$ cat src/rtl/tx7_pkg.sv
package tx7_pkg;
  localparam int SLOTS = 7;
  localparam int SLOT_W = $clog2(SLOTS);
  localparam logic [SLOT_W-1:0] LAST_SLOT = SLOT_W'(SLOTS - 1);
  // forwarded clock level per slot, bit s = slot s
  localparam logic [SLOTS-1:0] FCLK_PAT = 7'b1100011;

  function automatic logic [SLOT_W-1:0] slot_after(input logic [SLOT_W-1:0] s);
    return (s == LAST_SLOT) ? '0 : s + 1'b1;
  endfunction

  function automatic logic fclk_level(input logic [SLOT_W-1:0] s);
    return (s <= LAST_SLOT) ? FCLK_PAT[s] : 1'b0;
  endfunction

  function automatic logic strobe_hit(input logic rise_mode, input logic cur, input logic prev);
    return rise_mode ? (cur & ~prev) : (~cur & prev);
  endfunction
endpackage

$ cat src/rtl/tx7_slot_seq.sv
module tx7_slot_seq
  import tx7_pkg::*;
(
  input  logic              clk,
  input  logic              rst_n,
  output logic [SLOT_W-1:0] slot,
  output logic              wrap
);
  always_ff @(posedge clk or negedge rst_n) begin
    if (!rst_n) slot <= '0;
    else        slot <= slot_after(slot);
  end

  assign wrap = (slot == LAST_SLOT);

  p_slot_range_r2: assert property (@(posedge clk) disable iff (!rst_n)
    slot <= LAST_SLOT) else $error("slot out of range");
  p_slot_step_r2: assert property (@(posedge clk) disable iff (!rst_n)
    (slot != LAST_SLOT) |=> (slot == $past(slot) + SLOT_W'(1))) else $error("slot step");
  p_slot_wrap_r2: assert property (@(posedge clk) disable iff (!rst_n)
    wrap |=> (slot == '0)) else $error("slot wrap");
endmodule

$ cat src/rtl/tx7_capture.sv
module tx7_capture
  import tx7_pkg::*;
#(
  parameter int DATA_W = 28
) (
  input  logic              clk,
  input  logic              rst_n,
  input  logic              pix_clk,
  input  logic              edge_sel,
  input  logic              live,
  input  logic [DATA_W-1:0] din,
  output logic [DATA_W-1:0] cap_word,
  output logic              cap_valid
);
  logic pix_q;
  logic cap_fire;

  assign cap_fire = live & strobe_hit(edge_sel, pix_clk, pix_q);

  always_ff @(posedge clk or negedge rst_n) begin
    if (!rst_n) begin
      pix_q     <= 1'b0;
      cap_word  <= '0;
      cap_valid <= 1'b0;
    end else begin
      pix_q <= pix_clk;
      if (!live) begin
        cap_valid <= 1'b0;
      end else if (cap_fire) begin
        cap_word  <= din;
        cap_valid <= 1'b1;
      end
    end
  end

  p_cap_hold_r3: assert property (@(posedge clk) disable iff (!rst_n)
    !cap_fire |=> $stable(cap_word)) else $error("captured word moved without strobe");
  p_pd_drop_r9: assert property (@(posedge clk) disable iff (!rst_n)
    !live |=> !cap_valid) else $error("capture valid during power-down");
endmodule

$ cat src/rtl/tx7_lane_ser.sv
module tx7_lane_ser
  import tx7_pkg::*;
#(
  parameter int NUM_LANES = 4,
  localparam int DATA_W = NUM_LANES * SLOTS
) (
  input  logic                 clk,
  input  logic                 rst_n,
  input  logic                 load,
  input  logic [DATA_W-1:0]    word,
  output logic [NUM_LANES-1:0] bits
);
  for (genvar g = 0; g < NUM_LANES; g++) begin : g_lane
    logic [SLOTS-1:0] sh;
    always_ff @(posedge clk or negedge rst_n) begin
      if (!rst_n)    sh <= '0;
      else if (load) sh <= word[g*SLOTS +: SLOTS];
      else           sh <= {1'b0, sh[SLOTS-1:1]};
    end
    assign bits[g] = sh[0];
  end
endmodule

$ cat src/rtl/tx7_link.sv
module tx7_link
  import tx7_pkg::*;
#(
  parameter int NUM_LANES = 4,
  localparam int DATA_W = NUM_LANES * SLOTS
) (
  input  logic                 clk_ser,
  input  logic                 rst_n,
  input  logic                 pix_clk,
  input  logic                 edge_sel,
  input  logic                 pwr_dn_n,
  input  logic [DATA_W-1:0]    pix_data,
  output logic [NUM_LANES-1:0] lane_bit,
  output logic [NUM_LANES-1:0] lane_oe,
  output logic                 fclk_bit,
  output logic                 fclk_oe
);
  logic [SLOT_W-1:0]    slot;
  logic                 wrap;
  logic [DATA_W-1:0]    cap_word;
  logic                 cap_valid;
  logic [NUM_LANES-1:0] ser_bits;
  logic                 en_q;
  logic                 drive;

  tx7_slot_seq u_seq (
    .clk  (clk_ser),
    .rst_n(rst_n),
    .slot (slot),
    .wrap (wrap)
  );

  tx7_capture #(.DATA_W(DATA_W)) u_cap (
    .clk      (clk_ser),
    .rst_n    (rst_n),
    .pix_clk  (pix_clk),
    .edge_sel (edge_sel),
    .live     (pwr_dn_n),
    .din      (pix_data),
    .cap_word (cap_word),
    .cap_valid(cap_valid)
  );

  tx7_lane_ser #(.NUM_LANES(NUM_LANES)) u_ser (
    .clk  (clk_ser),
    .rst_n(rst_n),
    .load (wrap),
    .word (cap_word),
    .bits (ser_bits)
  );

  always_ff @(posedge clk_ser or negedge rst_n) begin
    if (!rst_n)                en_q <= 1'b0;
    else if (!pwr_dn_n)        en_q <= 1'b0;
    else if (wrap & cap_valid) en_q <= 1'b1;
  end

  assign drive    = en_q & pwr_dn_n;
  assign lane_oe  = {NUM_LANES{drive}};
  assign lane_bit = ser_bits & {NUM_LANES{drive}};
  assign fclk_oe  = drive;
  assign fclk_bit = fclk_level(slot) & drive;

  p_enable_needs_word_r7: assert property (@(posedge clk_ser) disable iff (!rst_n)
    $rose(en_q) |-> $past(wrap && cap_valid)) else $error("enable without word");
  p_pd_disables_r6: assert property (@(posedge clk_ser) disable iff (!rst_n)
    !pwr_dn_n |=> !en_q) else $error("enable survived power-down");
  p_fclk_frame_r4: assert property (@(posedge clk_ser) disable iff (!rst_n)
    (wrap && drive && pwr_dn_n) |=> (fclk_bit || !pwr_dn_n)) else $error("clock lane low at slot 0");
endmodule

$ cat config.mk
export PLATFORM = sky130hd
export DESIGN_NAME = tx7_link
export DESIGN_NICKNAME = d
export VERILOG_FILES = /design/src/rtl/tx7_pkg.sv /design/src/rtl/tx7_slot_seq.sv /design/src/rtl/tx7_capture.sv /design/src/rtl/tx7_lane_ser.sv /design/src/rtl/tx7_link.sv
export SDC_FILE = /design/constraint.sdc
export NUM_CORES = 1
export LEC_CHECK = 0
export BUFFER_PORTS_ARGS = -buffer_cell sky130_fd_sc_hd__buf_2
export CORE_UTILIZATION = 52
export CTS_BUF_LIST = sky130_fd_sc_hd__clkbuf_2 sky130_fd_sc_hd__clkbuf_4 sky130_fd_sc_hd__clkbuf_8
export DETAILED_ROUTE_END_ITERATION = 10
export GPL_TIMING_DRIVEN = 0
export PLACE_DENSITY = 0.76
export SETUP_SLACK_MARGIN = 0.05
export SYNTH_ARGS = -nofsm -noshare
export SYNTH_HDL_FRONTEND = slang
export SYNTH_HIERARCHICAL = 1
export SYNTH_SLANG_ARGS = --single-unit
$ cat constraint.sdc
create_clock -name clk_ser -period 1.9 [get_ports clk_ser]
set_input_delay 0.38 -clock clk_ser [delete_from_list [all_inputs] [get_ports clk_ser]]
set_output_delay 0.38 -clock clk_ser [all_outputs]
set_load 0.005 [all_outputs]
**Word level (Yosys, flattened, before mapping)**

Memory sizes are Yosys's and may differ from the RTL's.
Index checks and enable logic that the tools add are counted.

- Output and inout port bits: 10
- Memories: 1
- Bits of input ports: 33
- Word-level logic and storage cells: 38
- Memory bits (read-only): 8
- Bits in registers: 62

- Reductions and logical operators: 1
- Muxes and demuxes: 12
- $lt $le $gt $ge: 2
- Equal/unequal tests: 3
- Bitwise logic cells: 9
- $add $sub $neg: 1

Memory list:

| memory | words | bits a word | rd ports | clocked after memory_dff | wr ports | line | text |
|---|---|---|---|---|---|---|---|
| (no name shown) | 8 | 1 | 1 | 0 | 0 | tx7_pkg.sv:13 | `return (s <= LAST_SLOT) ? FCLK_PAT[s] : 1'b0;` |

Operator list:

| kind | number |
|---|---|
| 7-bit two-way mux | 4 |
| 1-bit two-way mux | 7 |
| 1-bit bitwise AND | 6 |
| 4-bit bitwise AND | 1 |
| 3-bit by 4-bit less-than comparator with 1-bit output (second input constant) | 1 |
| 2-bit by 1-bit inequality test with 1-bit output (second input constant) | 2 |
| 3-bit by 1-bit adder with 3-bit output (second input constant) | 1 |
| 3-bit == test (second input constant) | 1 |
| 3-bit <= comparator (second input constant) | 1 |
| 3-bit two-way mux | 1 |
| 1-bit NOT | 2 |
| 2-bit AND reduction | 1 |

**Logic depth before layout (Yosys ltp)**

- Word-level depth: 6
- Depth in mapped cells: 5
- Mapped depth without buffers: 4

**Hierarchy**

The synthesis kept the hierarchy.

Modules (own cells, without submodules):

| module | times used | cells each | area each (µm²) | sequential area each (µm²) |
|---|---|---|---|---|
| tx7_capture | 1 | 234 | 2462.4 | 750.7 |
| tx7_lane_ser | 1 | 63 | 1128.6 | 700.7 |
| tx7_link | 1 | 15 | 126.4 | 25.0 |
| tx7_slot_seq | 1 | 10 | 123.9 | 75.1 |

**Worst setup path after synthesis**

No wires, ideal clock.

- Kind: flip-flop to flip-flop
- Start: register u_seq.slot[0]
- End: register u_ser.g_lane[1].sh[0]
- Path buffers: 2
- Clock period less this slack: 1403 ps
- Setup slack: 497 ps
- Setup time: 125 ps
- Data arrival time: 1278 ps
- Stages on the path, launching flop included: 6
- Required time: 1775 ps
- Cells stage by stage: dfrtp_1 > inv_1 > and3_2 > buf_6 > buf_6 > mux2_4

- Cells in the longest elaborated chain, start to end: 2

Ends and longest elaborated chain:

| item | line | text |
|---|---|---|
| start, declared | tx7_slot_seq.sv:6 | `output logic [SLOT_W-1:0] slot,` |
| start signal, assigned | tx7_slot_seq.sv:11 | `else slot <= slot_after(slot);` |
| 3-bit == test | tx7_slot_seq.sv:14 | `assign wrap = (slot == LAST_SLOT);` |
| named net wrap | tx7_link.sv:19 | `logic wrap;` |
| 7-bit two-way mux | tx7_lane_ser.sv:17 | `else if (load) sh <= word[g*SLOTS +: SLOTS];` |
| end signal, assigned | tx7_lane_ser.sv:17 |  |
| end signal, assigned | tx7_lane_ser.sv:18 | `else sh <= {1'b0, sh[SLOTS-1:1]};` |
| end, declared | tx7_lane_ser.sv:14 | `logic [SLOTS-1:0] sh;` |

The timed path passes the listed nets, and every way through them passes these cells.
A chain may end at the register's enable or synchronous reset.

**Worst setup path in the final report**

- Start: register u_seq.slot[2]
- End: output fclk_bit

- Cells in the longest elaborated chain, start to end: 4
- Elaborated cells between the ends (all ways): 5
- Those cells by class: 1 x order compare; 2 x mux; 1 x bitwise; 1 x memory

Ends and longest elaborated chain:

| item | line | text |
|---|---|---|
| memory read 8 x 1 bit | n/a |  |
| 1-bit two-way mux (implied by the code) | tx7_pkg.sv:13 |  |
| 1-bit two-way mux * | tx7_pkg.sv:13 |  |
| 1-bit bitwise AND * | tx7_link.sv:62 | `assign fclk_bit = fclk_level(slot) & drive;` |
| end, declared | tx7_link.sv:15 | `output logic fclk_bit,` |

Every way passes the cells marked *; elsewhere a longest branch is shown, timed or not. The select of a mux whose other input is x is not followed.

==> impl_results.rst <==
.. list-table::
   :header-rows: 1

   * - Metric
     - Value
   * - Count of different cell masters after synthesis
     - 32
   * - Row count
     - 30
   * - Fill cell total of the finished layout
     - 572
   * - Buffers added on ports
     - 42
   * - Number of max-capacitance violations reported
     - 0
   * - Utilization after layout
     - 63.2%
   * - Number of inserted diodes
     - 0
   * - Skew-Pair Late Insertion Delay
     - 0.34 ns
   * - Initial standard-cell utilization of the core
     - 55.0%
   * - Proportion of synthesized flip-flops having asynchronous set or reset
     - 100%
   * - CTS tree
     - yes
   * - Number of nets produced by synthesis
     - 355
   * - # setup viols final
     - 0
   * - Hold violation count in the final report
     - 0
   * - Most used standard cells in the synthesized netlist
     - 62 x sky130_fd_sc_hd__dfrtp_1, 30 x sky130_fd_sc_hd__inv_1, 30 x sky130_fd_sc_hd__nor2b_1
   * - Register share of total power
     - 44.1%
   * - Peak Freq
     - 610 MHz
   * - H-tree Lvls
     - 3
   * - Crit path capture type
     - output port
   * - Normalized max-slew margin
     - 47.9%
   * - Nets
     - 408
   * - Area growth, synth to finish
     - 14.9%
   * - Flops & latches, synth
     - 62
   * - Worst setup SP type
     - register
   * - Leak Pwr
     - 1.88 nW
   * - Power after layout
     - 4.09 mW
   * - Routed wire length
     - 8700 um
   * - Die span in y
     - 87.9 um
   * - Leading cell types by total area after synthesis
     - sky130_fd_sc_hd__dfrtp_1 40%, sky130_fd_sc_hd__a221oi_2 7.8%, sky130_fd_sc_hd__mux2_4 6.3%
   * - Global routing usage summed across all routing layers
     - 25.0%
   * - Global placement routability congestion
     - 0.786
   * - Maximum number of pins on one net before global-route repair
     - 63
   * - Via count of the routed design
     - 2854
   * - Crit path max-delay cell type
     - sky130_fd_sc_hd__dfrtp_1
   * - Slew Limit Fails
     - 0
   * - Per-instance average area after synthesis
     - 11.9 um2
   * - Power share of the clock group
     - 33.3%
   * - Most instantiated library cell after synthesis
     - sky130_fd_sc_hd__dfrtp_1
   * - IO Pins
     - 43
   * - Clk_skew
     - 0.00589 ns
   * - Crit path required time
     - 1.52 ns
   * - Detail-routed net length per standard cell
     - 18.3 um
   * - Worst min-delay path category
     - primary input to asynchronous set/reset pin
   * - Setup TNS after final layout
     - 0 ns
   * - Internal Dissipation
     - 2.98 mW
   * - Top-area cell type share of the netlist area
     - 40.4%
   * - Yosys synthesis warning count
     - 6
   * - Cell taking the most area after synthesis
     - sky130_fd_sc_hd__dfrtp_1
   * - Via density per instance
     - 6.00
   * - Depth of the worst register-to-register path
     - 5
   * - Clock Sinks
     - 62
   * - Worst-Margin Slew
     - 0.781 ns
   * - Period utilization
     - 86.2%
   * - Post-CTS setup buffer count
     - 0
   * - CP cell instances
     - nor2b_4 > xnor2_1 > and2_1 > buf_2
   * - Initial DRT Pass Iterations
     - 5
   * - DRT antenna net count
     - 0
   * - Area of the die
     - 7730 um2
   * - Cell area power density
     - 927 nW/um2
   * - Number of enable-type register cells in the synthesized netlist
     - 0
   * - CP peak stage delay
     - 0.41 ns
   * - R2r setup slk
     - 0.32 ns
   * - Clock input transition at the sequential cells of the worst setup and hold paths
     - 0.07 ns
   * - Launching point of the worst reg2reg path
     - u_seq/slot[0]$_DFF_PN0_
   * - Sequential cell area fraction in the yosys report
     - 40.4%
   * - Unrepaired setup endpoints after global routing
     - false
   * - Worst IR drop on VDD
     - 455 uV
   * - DRC violation count after routing
     - 0
   * - Total net switching power
     - 1.11 mW
   * - Die boundary width
     - 87.9 um
   * - Data arrival time at the worst-slack endpoint
     - 1.26 ns
   * - Capture point of the worst reg-to-reg path
     - u_ser/g_lane[1].sh[2]$_DFF_PN0_
   * - Clock tree root buffer cell
     - sky130_fd_sc_hd__clkbuf_8
   * - Critical path buffer and inverter count
     - 1
   * - Estimated wirelength of the detail-placed design
     - 5570 um
   * - Prevailing post-synth register cell
     - sky130_fd_sc_hd__dfrtp_1
   * - First DRT Iteration DRCs
     - 120
   * - Worst Path Max Fanout
     - 5
   * - Hold Buf Count CTS
     - 0
   * - Switching Fraction
     - 27.2%
   * - Antenna violations before repair
     - 0
   * - Post-cts repair resize count
     - 0
   * - Status
     - complete, no violations
   * - Global-route wire length before repair
     - 14400 um
   * - Via count of the first global-routing pass
     - 2889
   * - Placeable core area
     - 6980 um2
   * - Worst setup path class
     - register to output port
   * - Synthesized area
     - 3840 um2
   * - Comb pwr share
     - 22.6%
   * - Maximum clock path buffer count
     - 2
   * - Fraction of layout cells with a size suffix above 1
     - 40.5%
   * - CTS buffer count
     - 9
   * - Crit-path leading delay family
     - flip-flops
   * - GRT overflow
     - 0
   * - Cells after Synth
     - 322
   * - Time the final worst path needs with I/O delays and setup
     - 1.64 ns
## state kept, by name, summed over array words and instances, names as in the netlist
register,cells
en_q,1
u_cap/cap_valid,1
u_cap/cap_word,28
u_cap/pix_q,1
u_seq/slot,3
u_ser/g_lane.sh,28
## final cells by class
type                    count  area, um2  share of cell area, %
multi-input cells         190       1870                   42.4
flip-flops and latches     62       1550                   35.2
plain buffers              39        303                   6.86
repair buffers             42        213                   4.82
clock buffers              13        173                   3.91
well taps                  96        120                   2.72
inverters                  31        116                   2.64
clock inverters             3       65.1                   1.47
## cell families (layout without fill, tap and decap cells)
group           Yosys count  count (layout)  share of synthesized area (%)
compound gates           89              89                           24.4
simple gates             75              75                           15.2
buf+inv                  70             128                           10.9
flops                    62              62                           40.4
mux                      25              25                           8.86
xor+xnor                  1               1                          0.228
## power by group through the flow
stage,Combinational (mW),Sequential (mW),Clock (mW)
detailed placement,0.917,1.83,0
finish,0.924,1.80,1.36
floorplan,0.726,1.77,0
CTS,0.924,1.80,1.38
global placement,0.886,1.81,0
global route,1.01,1.84,1.44
## how the worst max path moves through the flow
| stage | start | end | slack [ns] | depth (start not counted) |
|---|---|---|---|---|
| after floorplan | u_seq/slot[0]$_DFF_PN0_ | u_ser/g_lane[1].sh[0]$_DFF_PN0_ | 0.50 | 5 |
| after global placement | rst_n | u_cap/cap_word[10]$_DFFE_PN0P_ | 0.24 | 1 |
| after detailed placement | rst_n | u_cap/cap_word[10]$_DFFE_PN0P_ | 0.24 | 1 |
| after CTS | u_seq/slot[2]$_DFF_PN0_ | fclk_bit | 0.25 | 4 |
| after global routing | u_seq/slot[2]$_DFF_PN0_ | fclk_bit | 0.20 | 4 |
| final | u_seq/slot[2]$_DFF_PN0_ | fclk_bit | 0.26 | 4 |
## through the flow
step	setup WS (ns)	area, um2	instances	hold WS [ns]
detailed placement	0.237	4170	460	0.466
finish	0.262	4410	476	0.116
global placement	0.243	4170	460	0.459
CTS	0.246	4410	476	0.223
global route	0.198	4410	476	0.194
floorplan	0.497	3840	322	0.0844
## metal layers
| metal | GRT usage, % | vias up | wire [um] |
|---|---|---|---|
| met2 | 38.8 | 96 | 4140 |
| met5 | 0 | - | 0 |
| met3 | 4.71 | 16 | 461 |
| li1 | - | 1309 | - |
| met1 | 33.9 | 1433 | 3910 |
| met4 | 11.6 | 0 | 192 |
## cell usage in the layout (no fill, tap or decap), drive strengths merged, types with 5 or more instances in the layout
master,instances
a221oi,28
and2,7
and3,5
buf,74
clkbuf,20
dfrtp,62
inv,31
mux2,24
nor2b,31
nor4b,28
o21a,28
o32ai,28
## worst reg2reg max path: stages (launching register included)
cell	delay [ns]
sky130_fd_sc_hd__dfrtp_1	0.42
sky130_fd_sc_hd__inv_1	0.14
sky130_fd_sc_hd__and3_2	0.22
sky130_fd_sc_hd__buf_6	0.18
sky130_fd_sc_hd__buf_6	0.20
sky130_fd_sc_hd__mux2_4	0.32
Note: power is estimated with default switching activity, not from simulation.
